**src/rtl/trap_pkg.sv**
```systemverilog
package trap_pkg;

    typedef enum logic [2:0] {
        TK_NONE,
        TK_MMU,
        TK_HWEXC,
        TK_BREAK,
        TK_IRQ
    } trap_kind_e;

    typedef enum logic [1:0] {
        ST_IDLE,
        ST_COMMIT,
        ST_FATAL
    } seq_state_e;

    // status word bit positions; shadow bits sit one place above live bits
    localparam int MSR_IE  = 1;
    localparam int MSR_BIP = 3;
    localparam int MSR_EIP = 9;
    localparam int MSR_UM  = 11;
    localparam int MSR_UMS = 12;
    localparam int MSR_VM  = 13;
    localparam int MSR_VMS = 14;

    // syndrome bit positions and fault codes
    localparam int ESR_STORE = 10;
    localparam int ESR_DSLOT = 12;
    localparam int ESR_CODE_W = 5;
    localparam logic [ESR_CODE_W-1:0] ESR_MISS_DATA  = 5'd16;
    localparam logic [ESR_CODE_W-1:0] ESR_MISS_FETCH = 5'd17;
    localparam logic [ESR_CODE_W-1:0] ESR_PROT_DATA  = 5'd18;
    localparam logic [ESR_CODE_W-1:0] ESR_PROT_FETCH = 5'd19;

    // link register indices
    localparam int LR_IRQ = 14;
    localparam int LR_BRK = 16;
    localparam int LR_EXC = 17;

    // vector offsets from the base
    localparam int OFS_IRQ = 'h10;
    localparam int OFS_BRK = 'h18;
    localparam int OFS_EXC = 'h20;

    localparam int INSN_BYTES = 4;

endpackage

```
**src/rtl/trap_arbiter.sv**
```systemverilog
module trap_arbiter
    import trap_pkg::*;
(
    input  logic       req_mmu,
    input  logic       req_hwexc,
    input  logic       exc_supported,
    input  logic       req_brk,
    input  logic       req_irq,
    input  logic       irq_enabled,
    output trap_kind_e kind,
    output logic       unsup_req
);

    logic hwexc_ok;
    logic irq_ok;

    assign hwexc_ok  = req_hwexc & exc_supported;
    assign irq_ok    = req_irq & irq_enabled;
    assign unsup_req = req_hwexc & ~exc_supported;

    always_comb begin
        if (req_mmu) begin
            kind = TK_MMU;
        end else if (hwexc_ok) begin
            kind = TK_HWEXC;
        end else if (req_brk) begin
            kind = TK_BREAK;
        end else if (irq_ok) begin
            kind = TK_IRQ;
        end else begin
            kind = TK_NONE;
        end
    end

endmodule

```
**src/rtl/trap_msr_calc.sv**
```systemverilog
module trap_msr_calc
    import trap_pkg::*;
#(
    parameter int XLEN = 32
) (
    input  logic [XLEN-1:0] msr_in,
    input  trap_kind_e      kind,
    output logic [XLEN-1:0] msr_next
);

    always_comb begin
        msr_next          = msr_in;
        // park translation and user mode in their shadows, then drop them
        msr_next[MSR_UMS] = msr_in[MSR_UM];
        msr_next[MSR_VMS] = msr_in[MSR_VM];
        msr_next[MSR_UM]  = 1'b0;
        msr_next[MSR_VM]  = 1'b0;
        case (kind)
            TK_MMU, TK_HWEXC: msr_next[MSR_EIP] = 1'b1;
            TK_BREAK:         msr_next[MSR_BIP] = 1'b1;
            TK_IRQ:           msr_next[MSR_IE]  = 1'b0;
            default:          ;
        endcase
    end

endmodule

```
**src/rtl/trap_esr_calc.sv**
```systemverilog
module trap_esr_calc
    import trap_pkg::*;
#(
    parameter int XLEN    = 32,
    parameter int CAUSE_W = 5
) (
    input  trap_kind_e          kind,
    input  logic                in_dslot,
    input  logic                mmu_prot,
    input  logic                mmu_fetch,
    input  logic                mmu_store,
    input  logic [CAUSE_W-1:0]  exc_cause,
    output logic [XLEN-1:0]     esr_next
);

    logic [ESR_CODE_W-1:0] fault_code;

    always_comb begin
        case ({mmu_prot, mmu_fetch})
            2'b00:   fault_code = ESR_MISS_DATA;
            2'b01:   fault_code = ESR_MISS_FETCH;
            2'b10:   fault_code = ESR_PROT_DATA;
            default: fault_code = ESR_PROT_FETCH;
        endcase
    end

    always_comb begin
        esr_next = '0;
        case (kind)
            TK_MMU: begin
                esr_next[ESR_CODE_W-1:0] = fault_code;
                esr_next[ESR_STORE]      = mmu_store;
                esr_next[ESR_DSLOT]      = in_dslot;
            end
            TK_HWEXC: begin
                esr_next[CAUSE_W-1:0]    = exc_cause;
                esr_next[ESR_DSLOT]      = in_dslot;
            end
            default: ;
        endcase
    end

endmodule

```
**src/rtl/trap_entry_seq.sv**
```systemverilog
module trap_entry_seq
    import trap_pkg::*;
#(
    parameter int XLEN    = 32,
    parameter int RF_AW   = 5,
    parameter int CAUSE_W = 5
) (
    input  logic                clk,
    input  logic                rst_n,
    input  logic                req_hwexc,
    input  logic [CAUSE_W-1:0]  exc_cause,
    input  logic                exc_supported,
    input  logic                req_mmu,
    input  logic                mmu_prot,
    input  logic                mmu_fetch,
    input  logic                mmu_store,
    input  logic [XLEN-1:0]     fault_addr,
    input  logic                req_irq,
    input  logic                req_brk,
    input  logic [XLEN-1:0]     cur_pc,
    input  logic                in_dslot,
    input  logic [XLEN-1:0]     br_target,
    input  logic [XLEN-1:0]     vec_base,
    input  logic [XLEN-1:0]     msr_in,
    output logic                flush,
    output logic [XLEN-1:0]     new_pc,
    output logic                lr_we,
    output logic [RF_AW-1:0]    lr_addr,
    output logic [XLEN-1:0]     lr_data,
    output logic [XLEN-1:0]     msr_out,
    output logic                esr_we,
    output logic [XLEN-1:0]     esr_out,
    output logic                ear_we,
    output logic [XLEN-1:0]     ear_out,
    output logic                btr_we,
    output logic [XLEN-1:0]     btr_out,
    output logic                unsup_err,
    output logic                fatal_err
);

    localparam logic [XLEN-1:0]  VEC_EXC  = XLEN'(OFS_EXC);
    localparam logic [XLEN-1:0]  VEC_BRK  = XLEN'(OFS_BRK);
    localparam logic [XLEN-1:0]  VEC_IRQ  = XLEN'(OFS_IRQ);
    localparam logic [XLEN-1:0]  PC_STEP  = XLEN'(INSN_BYTES);
    localparam logic [RF_AW-1:0] LRA_EXC  = RF_AW'(LR_EXC);
    localparam logic [RF_AW-1:0] LRA_BRK  = RF_AW'(LR_BRK);
    localparam logic [RF_AW-1:0] LRA_IRQ  = RF_AW'(LR_IRQ);

    seq_state_e       state_q;
    seq_state_e       state_d;
    trap_kind_e       kind;
    logic             unsup_req;
    logic             irq_enabled;
    logic             mmu_active_q;
    logic             recursive;
    logic             accept;
    logic             exc_like;
    logic [XLEN-1:0]  msr_next;
    logic [XLEN-1:0]  esr_next;
    logic [XLEN-1:0]  vec_ofs;
    logic [RF_AW-1:0] lr_sel;
    logic [XLEN-1:0]  lr_val;

    assign irq_enabled = msr_in[MSR_IE] & ~msr_in[MSR_EIP] & ~msr_in[MSR_BIP];
    assign recursive   = req_mmu & mmu_active_q & msr_in[MSR_EIP];
    assign exc_like    = (kind == TK_MMU) || (kind == TK_HWEXC);

    trap_arbiter arb_i (
        .req_mmu       (req_mmu),
        .req_hwexc     (req_hwexc),
        .exc_supported (exc_supported),
        .req_brk       (req_brk),
        .req_irq       (req_irq),
        .irq_enabled   (irq_enabled),
        .kind          (kind),
        .unsup_req     (unsup_req)
    );

    trap_msr_calc #(.XLEN(XLEN)) msr_i (
        .msr_in   (msr_in),
        .kind     (kind),
        .msr_next (msr_next)
    );

    trap_esr_calc #(.XLEN(XLEN), .CAUSE_W(CAUSE_W)) esr_i (
        .kind      (kind),
        .in_dslot  (in_dslot),
        .mmu_prot  (mmu_prot),
        .mmu_fetch (mmu_fetch),
        .mmu_store (mmu_store),
        .exc_cause (exc_cause),
        .esr_next  (esr_next)
    );

    // per-cause vector offset and link register
    always_comb begin
        vec_ofs = '0;
        lr_sel  = '0;
        lr_val  = cur_pc;
        case (kind)
            TK_MMU: begin
                vec_ofs = VEC_EXC;
                lr_sel  = LRA_EXC;
            end
            TK_HWEXC: begin
                vec_ofs = VEC_EXC;
                lr_sel  = LRA_EXC;
                lr_val  = cur_pc + PC_STEP;
            end
            TK_BREAK: begin
                vec_ofs = VEC_BRK;
                lr_sel  = LRA_BRK;
            end
            TK_IRQ: begin
                vec_ofs = VEC_IRQ;
                lr_sel  = LRA_IRQ;
            end
            default: ;
        endcase
    end

    // next-state logic
    always_comb begin
        state_d = state_q;
        case (state_q)
            ST_IDLE: begin
                if (recursive) begin
                    state_d = ST_FATAL;
                end else if (kind != TK_NONE) begin
                    state_d = ST_COMMIT;
                end
            end
            ST_COMMIT: state_d = ST_IDLE;
            ST_FATAL:  state_d = ST_FATAL;
            default:   state_d = ST_IDLE;
        endcase
    end

    assign accept = (state_q == ST_IDLE) && (state_d == ST_COMMIT);

    // state register
    always_ff @(posedge clk) begin
        if (!rst_n) begin
            state_q <= ST_IDLE;
        end else begin
            state_q <= state_d;
        end
    end

    // registered outputs
    always_ff @(posedge clk) begin
        if (!rst_n) begin
            flush        <= 1'b0;
            new_pc       <= '0;
            lr_we        <= 1'b0;
            lr_addr      <= '0;
            lr_data      <= '0;
            msr_out      <= '0;
            esr_we       <= 1'b0;
            esr_out      <= '0;
            ear_we       <= 1'b0;
            ear_out      <= '0;
            btr_we       <= 1'b0;
            btr_out      <= '0;
            unsup_err    <= 1'b0;
            fatal_err    <= 1'b0;
            mmu_active_q <= 1'b0;
        end else begin
            flush     <= 1'b0;
            lr_we     <= 1'b0;
            esr_we    <= 1'b0;
            ear_we    <= 1'b0;
            btr_we    <= 1'b0;
            unsup_err <= (state_q == ST_IDLE) && unsup_req && !recursive;
            fatal_err <= (state_d == ST_FATAL);
            if (accept) begin
                flush   <= 1'b1;
                new_pc  <= vec_base + vec_ofs;
                lr_we   <= 1'b1;
                lr_addr <= lr_sel;
                lr_data <= lr_val;
                msr_out <= msr_next;
                if (exc_like) begin
                    esr_we  <= 1'b1;
                    esr_out <= esr_next;
                    btr_we  <= in_dslot;
                    btr_out <= br_target;
                end
                if (kind == TK_MMU) begin
                    ear_we  <= 1'b1;
                    ear_out <= fault_addr;
                end
            end
            // a fault entry stays live until an idle cycle shows bit 9 clear
            if (accept && kind == TK_MMU) begin
                mmu_active_q <= 1'b1;
            end else if (state_q == ST_IDLE && !msr_in[MSR_EIP]) begin
                mmu_active_q <= 1'b0;
            end
        end
    end

endmodule

```
**config.mk**
```make
export PLATFORM = sky130hd
export DESIGN_NAME = trap_entry_seq
export DESIGN_NICKNAME = d
export VERILOG_FILES = /design/src/rtl/trap_pkg.sv /design/src/rtl/trap_arbiter.sv /design/src/rtl/trap_msr_calc.sv /design/src/rtl/trap_esr_calc.sv /design/src/rtl/trap_entry_seq.sv
export SDC_FILE = /design/constraint.sdc
export NUM_CORES = 1
export LEC_CHECK = 0
export BUFFER_PORTS_ARGS = -buffer_cell sky130_fd_sc_hd__buf_4
export CORE_AREA = 3 3 149 151
export DETAILED_ROUTE_END_ITERATION = 12
export DIE_AREA = 0 0 152 154
export PLACE_DENSITY = 0.71
export SYNTH_ARGS = -nofsm -noshare
export SYNTH_HDL_FRONTEND = slang
export SYNTH_HIERARCHICAL = 1
export SYNTH_SLANG_ARGS = --single-unit
export TNS_END_PERCENT = 5
```
**constraint.sdc**
```tcl
create_clock -name clk -period 3.79 [get_ports clk]
set_clock_uncertainty 0.1 [all_clocks]
set_input_delay 0.1895 -clock clk [delete_from_list [all_inputs] [get_ports clk]]
set_output_delay 0.1895 -clock clk [all_outputs]
set_load 0.005 [all_outputs]
```
==> flow_summary_export.csv, run 1 <==
group,metric,value,unit
drt,drt_first_iter_violations,517,
grt,groute.layer.met3.usage,5.32,%
final_layout,seq_area,0.00408,mm^2
die,dieWidth,152,um
die,fp.dieArea,0.0234,mm^2
sta,post-route-min-period,3.60,ns
clock_tree,clk_transition_reported_paths,0.06,ns
die,chipHeight,154,um
final_layout,synthToLayoutAreaGrowth,59.3,%
drt,wirelength,30600,um
final_layout,post-route-util,66.4,%
sta,headroom_to_the_max_slew_limit,41.9,%
drt,wl_per_cell,16.4,um
sta,hold_violations,0,
final_layout,post_route_standard_cell_area_excluding_fillers,0.0139,mm^2
drt,post-route-drc-count,0,
logic_synthesis,synth.mux.area_fraction,0.244,%
setup_path,data_arrival_at_the_endpoint_of_the_critical_path,3.94,ns
power,design_power_total,6.06,mW
grt,grt_util_met2,41.7,%
logic_synthesis,async_reset_ff_share,0,%
logic_synthesis,yosys.area.top_type_share,46.8,%
die,floorplan.io_pins,380,
grt,grt_overflow,0,
drt,dr_total_vias,9372,
logic_synthesis,yosysMostFrequentCell,"sky130_fd_sc_hd__nand2_1",
logic_synthesis,synth_top_cells_by_count,"sky130_fd_sc_hd__nand2_1, sky130_fd_sc_hd__dfxtp_1, sky130_fd_sc_hd__a21oi_1",
logic_synthesis,synth_edf_count,0,
setup_path,timing.critical_path.fanout_max,5,
clock_tree,h-tree-depth,1,
clock_tree,clock_net_sink_count,204,
logic_synthesis,syn_avg_cell_area,8.00,um^2
sta,share_of_the_clock_period_used_by_the_worst_path,95.1,%
final_layout,design.final.nets,1755,
logic_synthesis,synthDominantAreaCellType,"sky130_fd_sc_hd__dfxtp_1",
setup_path,rr_worst_depth,6,
power,p_leak,6.09,nW
sta,timing.final.ws_setup,0.186,ns
final_layout,drive_above_1_share,28.5,%
grt,grt_pass1_wl,48000,um
final_layout,fillers,1669,
sta,setup_viol,0,
logic_synthesis,synth_seq_cells,204,
sta,final-max-slew-violation-count,0,
logic_synthesis,synth_top_family_by_area,"simple AND/OR/NAND/NOR gates",
clock_tree,worst_skew_pair.late_latency,0.51,ns
drt,avgViaCountPerCell,5.03,
die,starting_density,41.7,%
flow_run,drv.max_cap_violation_count,0,
logic_synthesis,synth.area.top_cells,"sky130_fd_sc_hd__dfxtp_1, sky130_fd_sc_hd__nand2_1, sky130_fd_sc_hd__a21oi_1, sky130_fd_sc_hd__buf_4, sky130_fd_sc_hd__xnor2_1",
grt,top_usage_layer,"met2",
clock_tree,clk_path_buf_depth,3,
drt,ant_nets,0,
placement,post-dp-hpwl,19300,um
logic_synthesis,synthFlopType,"sky130_fd_sc_hd__dfxtp_1",
power,cellPowerDensity,436,mW/mm^2
die,num_rows,53,
die,fp.coreArea,0.0210,mm^2
grt,grt_use_total,24.6,%
setup_path,path_class,"input pin to register",
sta,max_freq,277,MHz
logic_synthesis,mappedNetlistArea,0.00873,mm^2
logic_synthesis,synth.yosys.warnings,6,
placement,dpl-instance-area,0.0114,mm^2
setup_path,cp-start-kind,"input pin",
final_layout,multi_input_comb_area,0.00403,mm^2
grt,met1_usage,29.7,%
placement,io_buffer_count,377,
setup_path,timing.critical_path.to_type,"register",
setup_path,critical_path_required,4.13,ns
sta,worstMarginPinSlew,0.860,ns
grt,grt_start_max_net_pins,92,
grt,via_count_of_the_first_global_routing_pass,9146,
clock_tree,cts_buffers,23,
status,status,"finished, final reports clean",
clock_tree,root_buffer,"sky130_fd_sc_hd__clkbuf_16",
clock_tree,tritoncts,"done",
power,ir_drop,335,uV
logic_synthesis,post_synth_num_cell_types,56,
logic_synthesis,synth_cells,1091,
worst_hold_path,timing.hold.worst_path_depth,4,
logic_synthesis,post_synth_xor_area_fraction,5.02,%
placement,dp_worst_setup_slack,0.760,ns
logic_synthesis,synth-seq-area-share,46.8,%
grt,initial_antenna_violation_count,0,
drt,firstDrtPassIters,4,
final_layout,insertedDiodeCount,0,
placement,global_placement_routability_congestion,0.852,
logic_synthesis,compound_cell_area_share_of_the_yosys_netlist,16.4,%
logic_synthesis,synth_fa_ha_area_share,0.803,%
logic_synthesis,synth-simple-area-share,22.2,%
worst_hold_path,hold_class,"input pin to register",
## report_power, final
group / leakage (nW) / internal (mW) / switching (mW) / total [mW]
logic: 4.04 / 0.696 / 0.675 / 1.37
registers: 1.68 / 2.37 / 0.121 / 2.49
clock network: 0.369 / 1.32 / 0.882 / 2.20
## stage by stage
stage | hold slack [ns] | std cells | TNS, ns
finish | 0.0280 | 1864 | 0
global route | 0.0462 | 1864 | -0.0185
CTS | 0.000775 | 1864 | 0
detailed placement | 0.345 | 1652 | 0
global placement | 0.335 | 1652 | 0
floorplan | 0.225 | 1116 | 0
## cell type report
class | instances | share of cell area [%]
well taps | 275 | 2.47
clock inverters | 6 | 0.441
inverters | 6 | 0.180
multi-input cells | 776 | 29.0
repair buffers | 563 | 33.7
flip-flops and latches | 204 | 29.4
clock buffers | 34 | 4.94
## placed cells by master (no fill, tap or decap), types with 3 or more instances in the layout
master and n:
sky130_fd_sc_hd__o21ai_0 46, sky130_fd_sc_hd__clkbuf_8 7, sky130_fd_sc_hd__a211oi_1 13, sky130_fd_sc_hd__nor3_1 9, sky130_fd_sc_hd__a21o_1 3, sky130_fd_sc_hd__nor2_1 31, sky130_fd_sc_hd__xnor2_1 29, sky130_fd_sc_hd__inv_1 5
sky130_fd_sc_hd__a31oi_1 8, sky130_fd_sc_hd__nor4_1 6, sky130_fd_sc_hd__nand2_1 295, sky130_fd_sc_hd__a21oi_1 178, sky130_fd_sc_hd__or3_1 5, sky130_fd_sc_hd__o31ai_1 4, sky130_fd_sc_hd__nand3_1 16, sky130_fd_sc_hd__nor3b_1 3
sky130_fd_sc_hd__nand2b_1 3, sky130_fd_sc_hd__clkbuf_1 4, sky130_fd_sc_hd__and3_1 13, sky130_fd_sc_hd__nand4_1 16, sky130_fd_sc_hd__clkinv_2 3, sky130_fd_sc_hd__conb_1 27, sky130_fd_sc_hd__ha_1 4, sky130_fd_sc_hd__nor3b_2 3
sky130_fd_sc_hd__dlygate4sd3_1 172, sky130_fd_sc_hd__or4_1 3, sky130_fd_sc_hd__dfxtp_1 204, sky130_fd_sc_hd__buf_4 389, sky130_fd_sc_hd__clkbuf_16 23, sky130_fd_sc_hd__xor2_1 21
## logic make-up (layout without fill, tap and decap cells)
family,count (synthesis),count (layout)
AO/OA/AOI/OAI,263,263
XOR/XNOR,50,50
adder cells (fa/ha/maj),5,5
buffers and inverters,136,609
flip-flops,204,204
multiplexers,2,2
other,2,27
AND/OR/NAND/NOR,429,429
## layer usage
| layer | vias to the layer above | part of all wire, % |
|---|---|---|
| met5 | - | 0 |
| met4 | 0 | 5.0 |
| met3 | 114 | 6.8 |
| met2 | 399 | 48 |
| met1 | 4303 | 40 |
| li1 | 4556 | - |
## sequential cells by signal, indices dropped and copies added, names as in the netlist
register      flops
btr_out          32
btr_we            1
ear_out          32
ear_we            1
esr_out          32
esr_we            1
fatal_err         1
lr_addr           3
lr_data          32
lr_we             1
mmu_active_q      1
msr_out          32
new_pc           32
state_q           2
unsup_err         1
## critical path, cell delays in order
cell,delay (ns)
sky130_fd_sc_hd__dlygate4sd3_1,0.57
sky130_fd_sc_hd__buf_4,0.15
sky130_fd_sc_hd__nor3b_1,0.12
sky130_fd_sc_hd__and4b_2,0.26
sky130_fd_sc_hd__nor2_2,0.14
sky130_fd_sc_hd__ha_1,0.19
sky130_fd_sc_hd__fa_1,0.24
sky130_fd_sc_hd__a21oi_2,0.11
sky130_fd_sc_hd__or3_4,0.43
sky130_fd_sc_hd__or4_4,0.46
sky130_fd_sc_hd__or3_1,0.37
sky130_fd_sc_hd__dlygate4sd3_1,0.57
sky130_fd_sc_hd__a31oi_1,0.15
## final timing paths
kind | start | to | slack, ns
max | msr_in[1] | new_pc[31] | 0.19
min | vec_base[4] | new_pc[4] | 0.03
max reg2reg | state_q[1] | new_pc[29] | 0.70
min reg2reg | esr_out[26] | esr_out[26] | 0.35
## timing repair
item,in CTS,in global routing
endpoints found under the setup margin,0,3
hold buffers,172,0
hold endpoints to repair,165,0
setup buffers,0,0
resized for setup,0,4
(Power assumes the default switching activity.)
==> inputs of run 2 (changes only) <==
Settings changed: GPL_TIMING_DRIVEN set to 0, MAX_ROUTING_LAYER set to met4.
==> run 2 against run 1 <==
  * Power up 3.4%
  * Via count up 3.5%
  * Sequential share of layout area fell by 0.69 points
  * Final cell count rose by 4.3%
  * Utilization is 1.6 points higher
  * Largest power group unchanged
  * Highest routed layer unchanged
==> flow_summary_export.csv, run 2 (same netlist as run 1, synthesis figures left out) <==
group,metric,value,unit
final_layout,post_route_standard_cell_area_excluding_fillers,0.0142,mm^2
clock_tree,worst_skew_pair.late_latency,0.49,ns
sta,headroom_to_the_max_slew_limit,41.4,%
final_layout,design.final.nets,1837,
grt,via_count_of_the_first_global_routing_pass,9583,
drt,met2_wire_length,16300,um
setup_path,delay_heaviest_family_cp,"simple AND/OR/NAND/NOR gates",
setup_path,crit_path_from,"msr_in[9]",
setup_path,timing.critical_path.to_type,"register",
placement,io_buffer_count,349,
sta,setup_viol,0,
grt,grt_overflow,0,
sta,post-route-min-period,3.56,ns
drt,wl_per_cell,16.8,um
worst_hold_path,hold_class,"input pin to register",
setup_path,crit-reg2reg-capture,"lr_data[26]",
power,p_leak,6.27,nW
clock_tree,root_buffer,"sky130_fd_sc_hd__clkbuf_16",
setup_path,critical_path.reg2reg.startpoint,"state_q[1]",
sta,final-max-slew-violation-count,0,
clock_tree,cts_buffers,23,
sta,worstMarginPinSlew,0.868,ns
setup_path,data_arrival_at_the_endpoint_of_the_critical_path,3.89,ns
sta,timing.final.ws_setup,0.228,ns
drt,wirelength,32700,um
final_layout,mostFrequentLayoutCell,"sky130_fd_sc_hd__buf_4",
final_layout,layout_common_cells,"sky130_fd_sc_hd__buf_4, sky130_fd_sc_hd__nand2_1, sky130_fd_sc_hd__dfxtp_1",
setup_path,regToRegSetupSlack,0.27,ns
final_layout,finish.cell_count_without_fillers,1945,
final_layout,fillers,1641,
sta,hold_violations,0,
power,cellPowerDensity,440,mW/mm^2
die,num_rows,53,
setup_path,critical-path-max-stage-delay,0.56,ns
final_layout,drive_above_1_share,28.1,%
power,design_power_total,6.26,mW
die,fp.coreArea,0.0210,mm^2
placement,dp_worst_setup_slack,0.0900,ns
placement,post-dp-hpwl,23000,um
drt,highest_layer,"met4",
clock_tree,post_cts_buffers,0,
grt,grt_use_total,27.0,%
die,floorplan.io_pins,380,
placement,global_placement_routability_congestion,0.898,
clock_tree,clk_transition_reported_paths,0.06,ns
drt,avgViaCountPerCell,4.99,
status,status,"finished, final reports clean",
setup_path,cp-endpoint,"new_pc[31]",
setup_path,rr_worst_depth,7,
clock_tree,tritoncts,"done",
die,dieWidth,152,um
setup_path,path_class,"input pin to register",
setup_path,crit_path_cell_trace,"buf_4, nor3b_1, and4b_1, buf_2, nor2_1, ha_1, a21oi_1, or3_4, or4_4, or3_1, dlygate4sd3_1, a31oi_1",
setup_path,critical_path_required,4.12,ns
drt,post-route-drc-count,0,
grt,grt_pass1_wl,50600,um
sta,max_freq,281,MHz
placement,placed_cells,1740,
drt,drt_first_iter_violations,502,
clock_tree,clk_path_buf_depth,3,
setup_path,timing.critical_path.fanout_max,10,
flow_run,drv.max_cap_violation_count,0,
setup_path,cp-start-kind,"input pin",
placement,dpl-instance-area,0.0118,mm^2
setup_path,crit_slowest_cell,"sky130_fd_sc_hd__dlygate4sd3_1",
die,starting_density,41.7,%
sta,rsz0062_at_grt,"false",
clock_tree,h-tree-depth,1,
final_layout,synthToLayoutAreaGrowth,63.2,%
clock_tree,clock_net_sink_count,204,
sta,share_of_the_clock_period_used_by_the_worst_path,94.0,%
drt,route.layer.met1.wl,13000,um
grt,initial_antenna_violation_count,1,
setup_path,cp_num_cells,12,
drt,ant_nets,0,
power,ir_drop,225,uV
sta,fin_hold_ws,0.00875,ns
drt,wl_met3,2050,um
setup_path,critical_path.n_buffers_inverters,3,
die,chipHeight,154,um
die,fp.dieArea,0.0234,mm^2
sta,tns,0,ns
drt,firstDrtPassIters,5,
grt,grt_start_max_net_pins,14,
final_layout,post-route-util,68.0,%
drt,dr_total_vias,9701,
## run 2: changes by cell type in the layout (fill, tap and decap cells not counted), sizes merged
cell / change
buf: +27
bufinv: +3
clkbuf: +59
clkinvlp: -1
diode: +1
dlygate4sd3: -6
inv: -2
## run 2: worst min-delay path: stages
cell	delay (ns)
sky130_fd_sc_hd__buf_4	0.10
sky130_fd_sc_hd__xnor2_1	0.18
sky130_fd_sc_hd__a211oi_1	0.09
## run 2: layout make-up
type                       count  area [um^2]  share of cell area (%)
timing repair buffer         515         4280                    30.1
clock buffer                  32          659                    4.63
inverter                       6         22.5                   0.158
antenna                        1         2.50                  0.0176
tap                          275          344                    2.42
multi-input combinational    776         4000                    28.1
sequential                   204         4080                    28.7
buffer                       130          722                    5.07
clock inverter                 6          130                   0.913
## run 2: worst min-delay path by stage
stage | cells past startpoint | start | to | slack, ns
floorplan | 2 | br_target[0] | btr_out[0] | 0.23
detailed placement | 3 | fault_addr[22] | ear_out[22] | 0.35
CTS | 4 | vec_base[27] | new_pc[27] | 0.006
finish | 3 | cur_pc[14] | lr_data[14] | 0.009
global route | 3 | cur_pc[14] | lr_data[14] | 0.009
global placement | 3 | msr_in[20] | msr_out[20] | 0.33
## run 2: routing by layer
| metal | vias up | global-route usage, % |
|---|---|---|
| li1 | 4708 | - |
| met1 | 4486 | 31.2 |
| met2 | 404 | 46.7 |
| met3 | 103 | 5.01 |
| met4 | 0 | 10.2 |
| met5 | - | - |
## run 2: timing repair
item,in CTS,in global routing
hold buffers,166,0
resized for setup,0,1
setup endpoints to repair,0,2
endpoints found under the hold margin,162,0
## run 2: power by group
part	leakage (nW)	switching, mW	internal, mW	total [mW]
logic	4.20	0.720	0.712	1.43
registers	1.68	0.121	2.37	2.49
clock network	0.388	0.870	1.47	2.34
total	6.27	1.71	4.55	6.26
